## src/rtl/rxq_pkg.sv

```systemverilog
package rxq_pkg;

  localparam int CODE_W = 4;

  // Strobes issued by the control to the datapath, one cycle each.
  typedef struct packed {
    logic flush;     // empty everything
    logic alloc;     // open a new entry at the tail
    logic byteAdd;   // one more byte for the open entry
    logic close;     // finish the open entry
    logic pop;       // drop the head entry
    logic readAdv;   // host consumed one byte of the head entry
  } rxqStrobes_t;

  // Map the class carried by the end pulse onto the reported field.
  function automatic logic [CODE_W-1:0] classifyCode(input logic [CODE_W-1:0] raw,
                                                     input logic tooLong);
    logic [CODE_W-1:0] res;
    if (tooLong) begin
      res = 4'b1001;
    end else begin
      case (raw)
        4'b1000, 4'b1001, 4'b1011,
        4'b1100, 4'b1101, 4'b0010: res = raw;
        default:                   res = 4'b0000;
      endcase
    end
    return res;
  endfunction

endpackage

```

## src/rtl/rxq_datapath.sv

```systemverilog
module rxq_datapath
  import rxq_pkg::*;
#(
  parameter int DEPTH   = 8,
  parameter int CNT_W   = 11,
  parameter int MAX_LEN = 1514
) (
  input  logic                         clk,
  input  logic                         rstN,
  input  rxqStrobes_t                  st,
  input  logic [CODE_W-1:0]            errClass,
  output logic [$clog2(DEPTH+1)-1:0]   level,
  output logic                         topDone,
  output logic                         readInRange,
  output logic [CNT_W+CODE_W:0]        statusWord
);

  localparam int PTR_W = (DEPTH > 1) ? $clog2(DEPTH) : 1;
  localparam int LVL_W = $clog2(DEPTH + 1);
  localparam logic [PTR_W-1:0] PTR_LAST = PTR_W'(DEPTH - 1);
  localparam logic [PTR_W-1:0] PTR_ONE  = PTR_W'(1);
  localparam logic [LVL_W-1:0] LVL_ONE  = LVL_W'(1);
  localparam logic [CNT_W-1:0] LEN_ONE  = CNT_W'(1);
  localparam logic [CNT_W-1:0] LEN_MAX  = CNT_W'(MAX_LEN);

  logic [PTR_W-1:0]  hdPtr, tlPtr, curPtr;
  logic [CNT_W-1:0]  rdPos;
  logic              tooLong;
  logic              doneQ [DEPTH];
  logic [CODE_W-1:0] codeQ [DEPTH];
  logic [CNT_W-1:0]  lenQ  [DEPTH];

  function automatic logic [PTR_W-1:0] nextPtr(input logic [PTR_W-1:0] p);
    return (p == PTR_LAST) ? '0 : p + PTR_ONE;
  endfunction

  // Oversize detection for the open entry, including a byte arriving with the end pulse.
  logic longNow;
  assign longNow = tooLong | (st.byteAdd && lenQ[curPtr] == LEN_MAX);

  // One storage slot per queue position.
  for (genvar gi = 0; gi < DEPTH; gi++) begin : gSlot
    localparam logic [PTR_W-1:0] IDX = PTR_W'(gi);
    always_ff @(posedge clk or negedge rstN) begin
      if (!rstN) begin
        doneQ[gi] <= 1'b0;
        codeQ[gi] <= '0;
        lenQ[gi]  <= '0;
      end else if (st.flush) begin
        doneQ[gi] <= 1'b0;
        codeQ[gi] <= '0;
        lenQ[gi]  <= '0;
      end else if (st.alloc && tlPtr == IDX) begin
        doneQ[gi] <= 1'b0;
        codeQ[gi] <= '0;
        lenQ[gi]  <= '0;
      end else if (curPtr == IDX) begin
        if (st.byteAdd && lenQ[gi] != LEN_MAX) lenQ[gi] <= lenQ[gi] + LEN_ONE;
        if (st.close) begin
          doneQ[gi] <= 1'b1;
          codeQ[gi] <= classifyCode(errClass, longNow);
        end
      end
    end
  end

  always_ff @(posedge clk or negedge rstN) begin
    if (!rstN) begin
      hdPtr   <= '0;
      tlPtr   <= '0;
      curPtr  <= '0;
      level   <= '0;
      rdPos   <= '0;
      tooLong <= 1'b0;
    end else if (st.flush) begin
      hdPtr   <= '0;
      tlPtr   <= '0;
      curPtr  <= '0;
      level   <= '0;
      rdPos   <= '0;
      tooLong <= 1'b0;
    end else begin
      if (st.alloc) begin
        curPtr  <= tlPtr;
        tlPtr   <= nextPtr(tlPtr);
        tooLong <= 1'b0;
      end else if (st.byteAdd && lenQ[curPtr] == LEN_MAX) begin
        tooLong <= 1'b1;
      end
      if (st.pop) begin
        hdPtr <= nextPtr(hdPtr);
        rdPos <= '0;
      end else if (st.readAdv) begin
        rdPos <= rdPos + LEN_ONE;
      end
      case ({st.alloc, st.pop})
        2'b10:   level <= level + LVL_ONE;
        2'b01:   level <= level - LVL_ONE;
        default: level <= level;
      endcase
    end
  end

  logic notEmpty;
  assign notEmpty    = (level != '0);
  assign topDone     = notEmpty && doneQ[hdPtr];
  assign readInRange = notEmpty && (rdPos < lenQ[hdPtr]);

  always_comb begin
    if (!notEmpty)      statusWord = {1'b1, {(CODE_W+CNT_W){1'b0}}};
    else if (!topDone)  statusWord = {1'b1, {CODE_W{1'b0}}, lenQ[hdPtr]};
    else                statusWord = {1'b0, codeQ[hdPtr], lenQ[hdPtr]};
  end

endmodule

```

## src/rtl/rxq_ctrl.sv

```systemverilog
module rxq_ctrl
  import rxq_pkg::*;
#(
  parameter int DEPTH = 8
) (
  input  logic                       clk,
  input  logic                       rstN,
  input  logic                       rxReset,
  input  logic                       pktStart,
  input  logic                       byteRecv,
  input  logic                       pktEnd,
  input  logic                       rdData,
  input  logic                       discardTop,
  input  logic [$clog2(DEPTH+1)-1:0] level,
  input  logic                       topDone,
  input  logic                       readInRange,
  output rxqStrobes_t                st,
  output logic                       receiving,
  output logic                       statusOverrun,
  output logic                       rxUnderrun
);

  localparam int LVL_W = $clog2(DEPTH + 1);
  localparam logic [LVL_W-1:0] LVL_FULL = LVL_W'(DEPTH);

  logic isFull;
  assign isFull = (level == LVL_FULL);

  always_comb begin
    st         = '0;
    st.flush   = rxReset;
    if (!rxReset) begin
      st.alloc   = pktStart && !receiving && !isFull;
      st.byteAdd = byteRecv && receiving;
      st.close   = pktEnd && receiving;
      st.pop     = discardTop && topDone;
      st.readAdv = rdData && readInRange;
    end
  end

  logic badRead;
  assign badRead = !rxReset && rdData && !readInRange;

  always_ff @(posedge clk or negedge rstN) begin
    if (!rstN) begin
      receiving  <= 1'b0;
      rxUnderrun <= 1'b0;
    end else if (rxReset) begin
      receiving  <= 1'b0;
      rxUnderrun <= 1'b0;
    end else begin
      if (st.alloc)      receiving <= 1'b1;
      else if (st.close) receiving <= 1'b0;
      if (badRead) rxUnderrun <= 1'b1;
    end
  end

  assign statusOverrun = isFull;

endmodule

```

## src/rtl/rxq_top.sv

```systemverilog
module rxq_top
  import rxq_pkg::*;
#(
  parameter int DEPTH   = 8,
  parameter int CNT_W   = 11,
  parameter int MAX_LEN = 1514
) (
  input  logic                       clk,
  input  logic                       rstN,
  input  logic                       rxReset,
  input  logic                       pktStart,
  input  logic                       byteRecv,
  input  logic                       pktEnd,
  input  logic [3:0]                 errClass,
  input  logic                       rdData,
  input  logic                       discardTop,
  output logic [CNT_W+4:0]           statusWord,
  output logic                       rxComplete,
  output logic                       receiving,
  output logic                       statusOverrun,
  output logic                       rxUnderrun,
  output logic                       adapterFail,
  output logic [$clog2(DEPTH+1)-1:0] queueLevel
);

  rxqStrobes_t st;
  logic        topDone;
  logic        readInRange;

  rxq_ctrl #(.DEPTH(DEPTH)) uCtrl (
    .clk(clk), .rstN(rstN), .rxReset(rxReset),
    .pktStart(pktStart), .byteRecv(byteRecv), .pktEnd(pktEnd),
    .rdData(rdData), .discardTop(discardTop),
    .level(queueLevel), .topDone(topDone), .readInRange(readInRange),
    .st(st), .receiving(receiving), .statusOverrun(statusOverrun),
    .rxUnderrun(rxUnderrun)
  );

  rxq_datapath #(.DEPTH(DEPTH), .CNT_W(CNT_W), .MAX_LEN(MAX_LEN)) uPath (
    .clk(clk), .rstN(rstN), .st(st), .errClass(errClass),
    .level(queueLevel), .topDone(topDone), .readInRange(readInRange),
    .statusWord(statusWord)
  );

  assign rxComplete  = topDone;
  assign adapterFail = rxUnderrun;

endmodule

```

## config.mk

```make
export PLATFORM = sky130hd
export DESIGN_NAME = rxq_top
export DESIGN_NICKNAME = d
export VERILOG_FILES = /design/src/rtl/rxq_pkg.sv /design/src/rtl/rxq_datapath.sv /design/src/rtl/rxq_ctrl.sv /design/src/rtl/rxq_top.sv
export SDC_FILE = /design/constraint.sdc
export NUM_CORES = 1
export LEC_CHECK = 0
export ABC_CLOCK_PERIOD_IN_PS = 3100
export BUFFER_PORTS_ARGS = -buffer_cell sky130_fd_sc_hd__buf_4
export CAP_MARGIN = 20
export CORE_UTILIZATION = 56
export DETAILED_ROUTE_END_ITERATION = 6
export GPL_ROUTABILITY_DRIVEN = 0
export PLACE_DENSITY = 0.75
export REMOVE_ABC_BUFFERS = 1
export SKIP_LAST_GASP = 1
export SYNTH_ARGS = -nofsm -noshare
export SYNTH_HDL_FRONTEND = slang
export SYNTH_SLANG_ARGS = --single-unit
```

## constraint.sdc

```tcl
create_clock -name clk -period 3.1 [get_ports clk]
set_input_delay 0.62 -clock clk [delete_from_list [all_inputs] [get_ports clk]]
set_output_delay 0.62 -clock clk [all_outputs]
set_load 0.02 [all_outputs]
```

== Word-level counts from Yosys, hierarchy flattened ==
Cells that the tools add are included.

* Add/sub/neg operators: 13
* Order comparisons: 3
* Equality and inequality tests: 33
* Mux-type cells: 120
* Bitwise gates (word level): 3
* Reduce and logical (&&, ||, !) cells: 82

{| class="wikitable"
|+ Operator list
! kind !! number
|-
| $mux 11 || 39
|-
| $mux 4 || 30
|-
| $add 11x1->11 const B || 9
|-
| $ne 11x11->1 const B || 8
|-
| $reduce_bool 3->1 || 28
|-
| $bmux 11 s3 || 2
|-
| $mux 1 || 35
|-
| $mux 16 || 2
|-
| $reduce_and 2->1 || 16
|-
| $eq 3x3->1 const B || 9
|-
| $logic_and 1x1->1 || 27
|-
| $eq 4x4->1 const B || 6
|-
| $mux 3 || 8
|-
| $bmux 4 s3 || 1
|-
| $eq 3x2->1 const B || 4
|-
| $eq 11x11->1 const B || 1
|-
| $lt 11x11->1 || 1
|-
| $ge 4x4->1 const B || 2
|-
| $not 3->4 || 2
|-
| $pmux 4 s2 || 1
|-
| $add 3x1->3 const B || 2
|-
| $eq 3x1->1 const B || 2
|-
| $logic_not 3->1 || 2
|-
| $reduce_bool 2->1 || 3
|-
| other kinds (11) || 14
|}

* Bits in registers: 155
* Input bits: 12
* Output and inout bits: 25
* Logic and storage cells: 286

== Logic depth before layout (Yosys ltp) ==
Gate-level depths: netlist of the first run.

* Depth in word-level cells: 15
* Depth in mapped cells: 13
* Gate-level depth less buffers: 10

== By module ==
From an unflattened synthesis of the first run, not the netlist that was laid out.

* Cells, all modules: 953
* Area, all modules: 9404.0 sq um

{| class="wikitable"
|+ Modules (own cells, without submodules)
! module !! times used !! cells each !! area an instance (sq um) !! sequential area each (sq um)
|-
| rxq_datapath || 1 || 935 || 9245.1 || 3828.7
|-
| rxq_ctrl || 1 || 17 || 151.4 || 50.0
|-
| rxq_top || 1 || 1 || 7.5 || 0.0
|}

== Least setup slack after synthesis of the first run ==
OpenSTA, ideal clock, no wires.

* Kind: register to register
* Start: register uPath.hdPtr[0]
* End: register uPath.rdPos[1]
* Setup time: 0.121 ns
* Data arrival time: 3.095 ns
* Setup slack: -0.116 ns
* Cell stages (with the launch flop): 12
* Buffers on the path: 3
* Period minus slack after synthesis: 3.216 ns
* Cell sequence: dfrtp_1 > buf_6 > buf_2 > buf_2 > mux4_2 > mux2i_1 > ha_1 > nand4_1 > o221ai_1 > nor3b_1 > mux2i_1 > nor2_1

* Longest elaborated chain between the ends: 9
* Elaborated cells between the ends (all ways): 16

{| class="wikitable"
|+ Ends and longest elaborated chain
! element !! line !! source
|-
| from (decl) || rxq_datapath.sv:26 || <nowiki>logic [PTR_W-1:0] hdPtr, tlPtr, curPtr;</nowiki>
|-
| from (signal assigned) || rxq_datapath.sv:91 || <nowiki>hdPtr <= nextPtr(hdPtr);</nowiki>
|-
| $not 3->4 (implied by the code) (*) || rxq_datapath.sv:106, rxq_datapath.sv:107 ||
|-
| $bmux 11 s3 / $bmux 1 s3 (equally long branches) || rxq_datapath.sv:107, rxq_datapath.sv:106 ||
|-
| $mux 11 (implied by the code) / $mux 1 (equally long branches) (2 in a row) || rxq_datapath.sv:107, rxq_datapath.sv:106 ||
|-
| $lt 11x11->1 / $logic_and 1x1->1 (equally long branches) || rxq_datapath.sv:107, rxq_datapath.sv:106 ||
|-
| $logic_and 1x1->1 (on tied branches) || rxq_datapath.sv:107, rxq_ctrl.sv:36 ||
|-
| $logic_and 1x1->1 / $mux 5 (equally long branches) || rxq_ctrl.sv:37, rxq_ctrl.sv:32 ||
|-
| $mux 5 (*) || rxq_ctrl.sv:32 || <nowiki>if (!rxReset) begin</nowiki>
|-
| $reduce_bool 3->1 (no source line) / $mux 11 (equally long branches) || - ||
|-
| to (signal assigned) || rxq_datapath.sv:94 || <nowiki>rdPos <= rdPos + LEN_ONE;</nowiki>
|-
| to (decl) || rxq_datapath.sv:27 || <nowiki>logic [CNT_W-1:0] rdPos;</nowiki>
|}

Mark *: on every way between the ends. The rest lies on a longest branch, timed or not. The select of a mux whose other input is x is not followed.
A chain may end at the register's enable or synchronous reset.

== Worst setup path after layout of the first run ==
* Start: register uPath.hdPtr[0]
* End: output port statusWord[12]

* Longest elaborated chain between the ends: 7
* Elaborated cells between the ends (all ways): 10

{| class="wikitable"
|+ Ends and longest elaborated chain
! element !! line !! source
|-
| $not 3->4 (implied by the code) (*) || rxq_datapath.sv:106, rxq_datapath.sv:112 ||
|-
| $bmux 1 s3 || rxq_datapath.sv:106 || <nowiki>assign topDone = notEmpty && doneQ[hdPtr];</nowiki>
|-
| $mux 1 (implied by the code) (2 in a row) || rxq_datapath.sv:106 ||
|-
| $logic_and 1x1->1 || rxq_datapath.sv:106 ||
|-
| $mux 16 (*) || rxq_datapath.sv:111 || <nowiki>else if (!topDone) statusWord = {1'b1, {CODE_W{1'b0}}, lenQ[hdPtr]};</nowiki>
|-
| $mux 16 (*) || rxq_datapath.sv:110 || <nowiki>if (!notEmpty) statusWord = {1'b1, {(CODE_W+CNT_W){1'b0}}};</nowiki>
|-
| to (decl) || rxq_top.sv:17 || <nowiki>output logic [CNT_W+4:0] statusWord,</nowiki>
|}

Marked as above.

==> metrics.yaml, run 1 <==
setup-violations-final: 0
synth-edff-count: 0
fin_crit_ns: 3.038
num_vias: 8198
pin_count: 37
fmax_ghz: 0.3291
clock_latency_ns: 0.44
ant_nets: 0
power.leakage_nw: 4.622
synth_area_leader_cell: "dfrtp_1"
finalHoldViolCount: 0
hpwl_um: 18480
critPathKind: "reg2out"
dieArea_mm2: 0.01755
root_buffer: "clkbuf_16"
first_global_vias: 8072
ir_worst_vdd_mv: 0.4131
regToRegEndpoint: "uPath.rdPos[1]"
grt_pass1_wl_um: 42760
grt_max_degree: 64
place_ws_ns: 0.08100
clk_pin_slew_ns: 0.06
cp-end-kind: "output port"
antenna_found_initial: 0
setup_slack_ns: 0.06150
grt_usage_pct: 31.46
area_growth_pct: 16.16
slew_headroom_pct: 30.97
cp.arrival_ns: 2.42
layout-drive-gt1-share_pct: 18.71
first_iter_violations: 921
die_w_um: 132.5
first_pass_iters: 5
netlist.area_leader.share_pct: 40.69
status: "complete, no violations"
tightest_slew_ns: 1.035
synth_area_leaders: "dfrtp_1, mux4_2, nor2_1"
clock_tree.buffer_depth: 2
skew_ns: 0.01342
fin_hold_ws_ns: 0.1688
antennaDiodeCount: 0
wl_um: 26200
register_area_mm2: 0.003880
cp_cell_sequence: "buf_4, mux4_2, mux2i_4, or2_2, nor2_1, buf_4"
fp-row-count: 47
pwr_density_cell_mw_per_mm2: 417.3
via_per_inst: 6.440
grt_overflow: 0
reg2reg_from: "uPath.hdPtr[0]"
crit_required_ns: 2.48
cp_max_fo: 12
ff2ff_setup_slack_ns: 0.07
num-fill-cells: 1314
core_area_mm2: 0.01658
crit_top_cell: "buf_4"
synth_cells: 966
ys_top_cells_by_count: "dfrtp_1, nor2_1, nand2_1, a21oi_1"
tritoncts.num_buffers: 17
slowest_delay_ns: 0.58
multi_input_area_mm2: 0.005388
nNetsFinal: 1090
ys_async_sr_fraction_pct: 100.0
cts_sinks: 155
slowest_stage: "mux4_2"
floorplan.initialDensity_pct: 57.48
finalMaxSlewViolations: 0
ys_seq_area_share_pct: 40.69
post-route-period-util_pct: 98.02
ys.flop_type: "dfrtp_1"
cts_hold_buffers: 0
die_height_um: 132.5
wl_per_cell_um: 20.58
yosysMostFrequentCell: "dfrtp_1"
cts_tree: "yes"
ys_types: 69
synthesis.area_mm2: 0.009533
yosys_warnings: 0
htree_levels: 4
maxCapViolCount: 0
drc: 0
reg2regPathDepth: 12
rsz0062_at_grt: "yes"
synth_seq_cells: 155
start_kind: "flip-flop"
port_buffers: 36
hold_path.class: "in2async"
syn_area_per_cell_um2: 9.868
## metal layers
layer	share of wire [%]	track usage [%]	up-vias	wire length, µm
li1	-	-	3666	-
met1	40	41.70	4042	10550
met2	48	49.97	404	12460
met3	8.6	6.590	86	2253
met4	3.6	14.18	0	939
met5	0	0	-	0
## cells in the final DEF, fill, tap and decap left out, types with 34 or more instances in the layout
master,netlist,routed
buf_4,4,95
nand2_1,65,65
ha_1,37,37
dfrtp_1,155,154
xor2_1,40,40
mux4_2,36,36
xnor2_1,34,34
nor2_1,142,142
a21oi_1,47,46
o21ai_0,40,40
## kinds of logic after synthesis
family	Yosys count	share of synthesized area (%)
AND/OR/NAND/NOR	408	21.88
flip-flops	155	40.69
adder cells (fa/ha/maj)	38	5.066
XOR/XNOR	75	6.970
buffers and inverters	71	3.334
multiplexers	59	11.05
AO/OA/AOI/OAI	160	11.01
## final cells by class
class | count | share of cell area [%]
multi-input combinational | 740 | 48.66
sequential | 155 | 35.04
clock inverter | 13 | 1.718
inverter | 26 | 0.8814
tap | 220 | 2.486
clock buffer | 19 | 4.000
timing repair buffer | 100 | 7.220
## worst max-delay path by stage
stage	from	to	slack (ns)	cells past startpoint
2_1_floorplan	uPath.hdPtr[0]	uPath.rdPos[1]	-0.84	9
3_3_place_gp	uPath.hdPtr[0]	uPath.rdPos[1]	0.21	12
3_5_place_dp	uPath.hdPtr[0]	uPath.rdPos[4]	0.08	11
4_1_cts	uPath.hdPtr[0]	uPath.rdPos[4]	0.05	11
5_1_grt	uPath.hdPtr[0]	uPath.rdPos[2]	-0.04	10
6_report	uPath.hdPtr[0]	statusWord[12]	0.06	6
## registers in the layout, indices dropped and copies added (netlist names)
name and count:
uPath.hdPtr 3, uPath.lenQ 88, uPath.level 4, uPath.codeQ 32
uPath.doneQ 8, uPath.tooLong 1, uPath.rdPos 11, uCtrl.receiving 1
uPath.curPtr 3, uPath.tlPtr 3, uCtrl.rxUnderrun 1
## stage by stage
step | area [µm²] | setup TNS (ns) | util (%) | std cells | total power [mW]
after floorplan | 9313 | -10.66 | - | 921 | 2.238
after global placement | 10330 | 0 | 62.30 | 1233 | 2.399
after detailed placement | 10330 | 0 | 62.30 | 1233 | 2.403
after CTS | 10960 | 0 | 66.12 | 1265 | 4.631
after global routing | 11070 | -0.1252 | 66.77 | 1273 | 4.751
final | 11070 | 0 | 66.77 | 1273 | 4.621
## report_power, final
| part | switching [mW] | internal, mW |
|---|---|---|
| clock network | 0.871 | 1.37 |
| logic | 0.212 | 0.101 |
| registers | 0.0278 | 2.04 |
## worst max-delay path: cells and delay by family (launching register included)
| family | cells | cell delay [ns] |
|---|---|---|
| simple gates | 2 | 0.35 |
| flops | 1 | 0.42 |
| mux | 2 | 0.76 |
| buf+inv | 2 | 0.45 |
## what timing repair did
action / in CTS / in global routing
endpoints found under the setup margin: 0 / 12
setup buffers: 0 / 7
gates resized for setup: 0 / 9
Power figures use the tool's default switching activity.
==> run 2, diff against run 1 <==
- CORE_UTILIZATION: 56 -> 30
- PLACE_DENSITY: 0.75 -> 0.45
==> run 2 against run 1 <==
- via count down 5.4%
- first-iteration DRC count down 44%
- hold slack worse by 0.069 ns
- critical path depth up 1
- clock skew up 0.0011 ns
- cell count up 14%
- register-to-register slack better by 0.11 ns
- cell area up 1.8%
- setup slack better by 0.039 ns
- maximum frequency up 1.3%
- die area up 85%
- core utilization down 30 points
- largest cell class unchanged
- largest power group unchanged
==> metrics.yaml, run 2 (synthesized netlist as in run 1, its figures left out) <==
die_height_um: 180.3  # was 132.5 µm
wl_per_cell_um: 20.03  # was 20.58 µm
reg2regPathDepth: 11  # was 12
num_vias: 7757  # was 8198
slowest_stage: "mux4_2"  # unchanged
post-route-period-util_pct: 96.76  # was 98.02%
tritoncts.num_buffers: 17  # unchanged
reg2reg_from: "uPath.hdPtr[0]"  # unchanged
setup-violations-final: 0  # unchanged
grt_overflow: 0  # unchanged
finalHoldViolCount: 0  # unchanged
reg_top3: "uPath.lenQ x88, uPath.codeQ x32, uPath.rdPos x11"  # unchanged
die_w_um: 180.3  # was 132.5 µm
ir_worst_vdd_mv: 0.4175  # was 0.4131 mV
drc: 0  # unchanged
fp-row-count: 64  # was 47
regToRegEndpoint: "uPath.rdPos[1]"  # unchanged
clock_tree.buffer_depth: 2  # unchanged
finalMaxSlewViolations: 0  # unchanged
antennaDiodeCount: 0  # unchanged
ff2ff_setup_slack_ns: 0.18  # was 0.07 ns
grt_max_degree: 56  # was 64
ant_nets: 0  # unchanged
antenna_found_initial: 0  # unchanged
layout_commonest_cell: "dfrtp_1"  # unchanged
fin_crit_ns: 3.000  # was 3.038 ns
start_kind: "flip-flop"  # unchanged
core_area_mm2: 0.03091  # was 0.01658 mm²
place_ws_ns: 0.03017  # was 0.08100 ns
final_cell_mix: "dfrtp_1, nor2_1, buf_4"  # unchanged
cts_hold_buffers: 0  # unchanged
status: "complete, no violations"  # unchanged
grt_usage_pct: 18.18  # was 31.46%
tightest_slew_ns: 0.7950  # was 1.035 ns
crit_required_ns: 2.48  # about the same
setup_slack_ns: 0.1003  # was 0.06150 ns
clk_pin_slew_ns: 0.08  # was 0.06 ns
dieArea_mm2: 0.03249  # was 0.01755 mm²
cp-end-kind: "output port"  # unchanged
hold_path.class: "in2async"  # unchanged
slew_headroom_pct: 47.00  # was 30.97%
layout-drive-gt1-share_pct: 19.24  # was 18.71%
first_global_vias: 7523  # was 8072
top_register: "uPath.lenQ"  # unchanged
pwr_density_cell_mw_per_mm2: 394.9  # was 417.3 mW/mm²
critPathKind: "reg2out"  # unchanged
cts_tree: "yes"  # unchanged
hpwl_um: 21600  # was 18480 µm
pin_count: 37  # unchanged
rsz0062_at_grt: "yes"  # unchanged
power.leakage_nw: 4.622  # about the same
largest_register_ffs: 88  # unchanged
fmax_ghz: 0.3334  # was 0.3291 GHz
maxCapViolCount: 0  # unchanged
floorplan.initialDensity_pct: 30.84  # was 57.48%
skew_ns: 0.01455  # was 0.01342 ns
cts_sinks: 155  # unchanged
first_pass_iters: 4  # was 5
cp_max_fo: 12  # unchanged
root_buffer: "clkbuf_16"  # unchanged
clock_latency_ns: 0.44  # about the same
crit_top_cell: "buf_4"  # unchanged
wl_um: 29070  # was 26200 µm
slowest_delay_ns: 0.57  # was 0.58 ns
grt_pass1_wl_um: 45190  # was 42760 µm
cp.arrival_ns: 2.38  # was 2.42 ns
via_per_inst: 5.346  # was 6.440
cp_cell_sequence: "buf_8, mux4_2, mux2i_4, buf_4, or2_2, nor2_1, buf_4"  # was buf_4, mux4_2, mux2i_4, or2_2, nor2_1, buf_4
htree_levels: 4  # unchanged
area_growth_pct: 18.23  # was 16.16%
first_iter_violations: 512  # was 921
setup-tns-final_ns: 0  # unchanged
nNetsFinal: 1092  # was 1090
port_buffers: 36  # unchanged
## run 2: cell type report
class                      count  area [µm²]
inverter                      26       97.59
fill                        3134       19640
clock inverter                14       122.6
timing repair buffer         102       839.6
multi-input combinational    740        5396
clock buffer                  18       439.2
sequential                   155        3880
tap                          396       495.5
## run 2: stage by stage
step	std cells	hold WS [ns]	util (%)	instance area (µm²)	total power, mW
2_1_floorplan	921	0.3244	-	9313	2.238
3_3_place_gp	1417	0.4743	34.41	10640	2.420
3_5_place_dp	1417	0.4860	34.41	10640	2.420
4_1_cts	1449	0.1021	36.24	11200	4.519
5_1_grt	1451	0.1209	36.46	11270	4.620
6_report	1451	0.09951	36.46	11270	4.451
## run 2: metal layers
| metal | global-route usage, % | wire [µm] | up-vias |
|---|---|---|---|
| li1 | - | - | 3663 |
| met1 | 25.11 | 13770 | 3897 |
| met2 | 29.19 | 13670 | 170 |
| met3 | 3.254 | 1174 | 27 |
| met4 | 4.855 | 454 | 0 |
| met5 | 0 | 0 | - |
## run 2: power breakdown
part | internal, mW | switching, mW | leakage (nW)
Clock | 1.08 | 0.992 | 0.277
Sequential | 2.03 | 0.0282 | 2.16
Combinational | 0.0996 | 0.217 | 2.19
## run 2: critical path, delay by kind of cell (launching register included)
| kind | cells | cell delay, ns |
|---|---|---|
| multiplexers | 2 | 0.74 |
| AND/OR/NAND/NOR | 2 | 0.26 |
| buffers and inverters | 3 | 0.52 |
| flip-flops | 1 | 0.42 |
## run 2: worst max-delay path by stage
stage / start / to / slack [ns] / depth (start not counted)
finish: uPath.hdPtr[0] / statusWord[12] / 0.10 / 7
global route: uPath.hdPtr[0] / uPath.rdPos[8] / -0.04 / 11
CTS: uPath.hdPtr[0] / uPath.rdPos[1] / -0.0008 / 9
detailed placement: uPath.hdPtr[0] / uPath.rdPos[1] / 0.03 / 9
global placement: uPath.hdPtr[0] / uPath.rdPos[1] / 0.05 / 11
floorplan: uPath.hdPtr[0] / uPath.rdPos[1] / -0.84 / 9
## run 2: repair_timing
action,4_1_cts,5_1_grt
setup endpoints to repair,5,17
gates resized for setup,1,12
buffers inserted,0,2
hold endpoints to repair,0,0
==> run 3, diff against run 2 <==
- CORE_ASPECT_RATIO: not set -> 1.1
==> run 3 against run 2 <==
- combinational power increased by 3%
- non-clock buffer count rose by 8
- die area is essentially flat
- hold slack got worse by 0.023 ns
- register-to-register slack worse by 0.12 ns
- critical path type is now reg2reg
==> metrics.yaml, run 3 (synthesized netlist as in run 1, its figures left out) <==
status: "complete, no violations"  # unchanged
power.leakage_nw: 4.706  # was 4.622 nW
layout-drive-gt1-share_pct: 19.74  # was 19.24%
clock_latency_ns: 0.44  # about the same
cts_sinks: 155  # unchanged
finalMaxSlewViolations: 0  # unchanged
antennaDiodeCount: 0  # unchanged
post-route-period-util_pct: 97.94  # was 96.76%
antenna_found_initial: 0  # unchanged
grt_max_degree: 64  # was 56
grt_overflow: 0  # unchanged
final_cell_mix: "dfrtp_1, nor2_1, buf_4"  # unchanged
slowest_delay_ns: 0.50  # was 0.57 ns
grt_usage_pct: 19.20  # was 18.18%
setup-tns-final_ns: 0  # unchanged
via_per_inst: 5.301  # was 5.346
hpwl_um: 22300  # was 21600 µm
nNetsFinal: 1101  # was 1092
cp_max_fo: 7  # was 12
root_buffer: "clkbuf_16"  # unchanged
cp_cell_sequence: "buf_12, mux4_2, mux2i_1, ha_1, a211o_1, o21a_2, buf_4, nor4_2, xnor2_1, nor2_1"  # was buf_8, mux4_2, mux2i_4, buf_4, or2_2, nor2_1, buf_4
p_total_mw: 4.617  # was 4.451 mW
port_buffers: 36  # unchanged
pin_count: 37  # unchanged
rsz0062_at_grt: "yes"  # unchanged
fin_crit_ns: 3.036  # was 3.000 ns
critPathTopFamily: "multiplexers"  # unchanged
pwr_density_cell_mw_per_mm2: 403.4  # was 394.9 mW/mm²
fp-row-count: 68  # was 64
hold_path.class: "in2async"  # unchanged
setup-violations-final: 0  # unchanged
clock_tree.buffer_depth: 2  # unchanged
crit_required_ns: 3.41  # was 2.48 ns
largest_register_ffs: 88  # unchanged
first_iter_violations: 575  # was 512
top_register: "uPath.lenQ"  # unchanged
slowest_stage: "mux4_2"  # unchanged
area_growth_pct: 20.05  # was 18.23%
cp.arrival_ns: 3.34  # was 2.38 ns
path_buf_inv: 2  # was 3
finalHoldViolCount: 0  # unchanged
reg_top3: "uPath.lenQ x88, uPath.codeQ x32, uPath.rdPos x11"  # unchanged
clk_pin_slew_ns: 0.07  # was 0.08 ns
drc: 0  # unchanged
ir_worst_vdd_mv: 0.3588  # was 0.4175 mV
die_w_um: 172.0  # was 180.3 µm
num-fill-cells: 3247  # was 3134
fmax_ghz: 0.3294  # was 0.3334 GHz
first_global_vias: 7748  # was 7523
cts_hold_buffers: 0  # unchanged
ant_nets: 0  # unchanged
htree_levels: 4  # unchanged
cp-end-kind: "flip-flop"  # was output port
layout_commonest_cell: "dfrtp_1"  # unchanged
die_height_um: 189.0  # was 180.3 µm
skew_ns: 0.01281  # was 0.01455 ns
tritoncts.num_buffers: 17  # unchanged
grt_pass1_wl_um: 46640  # was 45190 µm
core_area_mm2: 0.03131  # was 0.03091 mm²
start_kind: "flip-flop"  # unchanged
floorplan.initialDensity_pct: 30.45  # was 30.84%
fin_hold_ws_ns: 0.07627  # was 0.09951 ns
wl_per_cell_um: 20.17  # was 20.03 µm
maxCapViolCount: 0  # unchanged
critPathKind: "reg2reg"  # was reg2out
first_pass_iters: 5  # was 4
slew_headroom_pct: 54.77  # was 47.00%
tightest_slew_ns: 0.6771  # was 0.7950 ns
num_vias: 7866  # was 7757
dieArea_mm2: 0.03249  # about the same
wl_um: 29930  # was 29070 µm
cts_tree: "yes"  # unchanged
[run 3: where the power goes]
group / internal (mW) / total [mW] / switching [mW]
clock network: 1.30 / 2.23 / 0.928
logic: 0.102 / 0.327 / 0.225
registers: 2.03 / 2.06 / 0.0287
[run 3: cell type report]
| cell class | count | area [µm²] | share of cell area [%] |
|---|---|---|---|
| inverters | 26 | 97.59 | 0.8527 |
| multi-input cells | 741 | 5426 | 47.41 |
| clock buffers | 20 | 446.7 | 3.903 |
| repair buffers | 110 | 904.6 | 7.904 |
| well taps | 420 | 525.5 | 4.592 |
| clock inverters | 12 | 161.4 | 1.410 |
| flip-flops and latches | 155 | 3882 | 33.92 |
[run 3: worst reg2reg max path: cells and delay by family, from the launching register on]
family	cells	cell delay (ns)
adders and majority gates	1	0.29
DFF	1	0.46
xor gates and xnor gates	1	0.15
buffers and inverters	2	0.30
muxes	2	0.74
and+or+nand+nor	2	0.35
AOI/OAI and AO/OA	2	0.61
[run 3: path summary, 6_finish.rpt]
kind	startpoint	endpoint	slack [ns]	cells after the start
min in group clk	rxReset	uPath.level[0]	0.49	2
worst max-delay path	uPath.hdPtr[0]	uPath.rdPos[4]	0.06	10
max in group asynchronous	rstN	uPath.codeQ[9]	2.29	2
worst min register to register	uPath.doneQ[2]	uPath.doneQ[2]	0.50	2
worst max register to register	uPath.hdPtr[0]	uPath.rdPos[4]	0.06	10
worst min-delay path	rstN	uPath.lenQ[63]	0.08	1
[run 3: metal layers]
layer  vias up  track usage (%)  routed length [µm]
met5         -                0                   0
li1       3714                -                   -
met3        51            2.634                1092
met4         0            7.862                 869
met1      3892            26.19               13610
met2       209            30.41               14360
[run 3: what timing repair did]
item,CTS,global route
gates cloned,0,1
setup buffers,2,1
setup endpoints to repair,16,15
resized for setup,2,13
[run 3: stage by stage]
stage               setup slack (ns)  cells  area, µm²  utilization, %
floorplan                    -0.8365    921       9313               -
finish                       0.06398   1484      11440           36.55
global placement            -0.08707   1448      10710           34.20
detailed placement           -0.1240   1448      10710           34.20
global route                 -0.1050   1484      11440           36.55
CTS                          0.07048   1482      11360           36.29
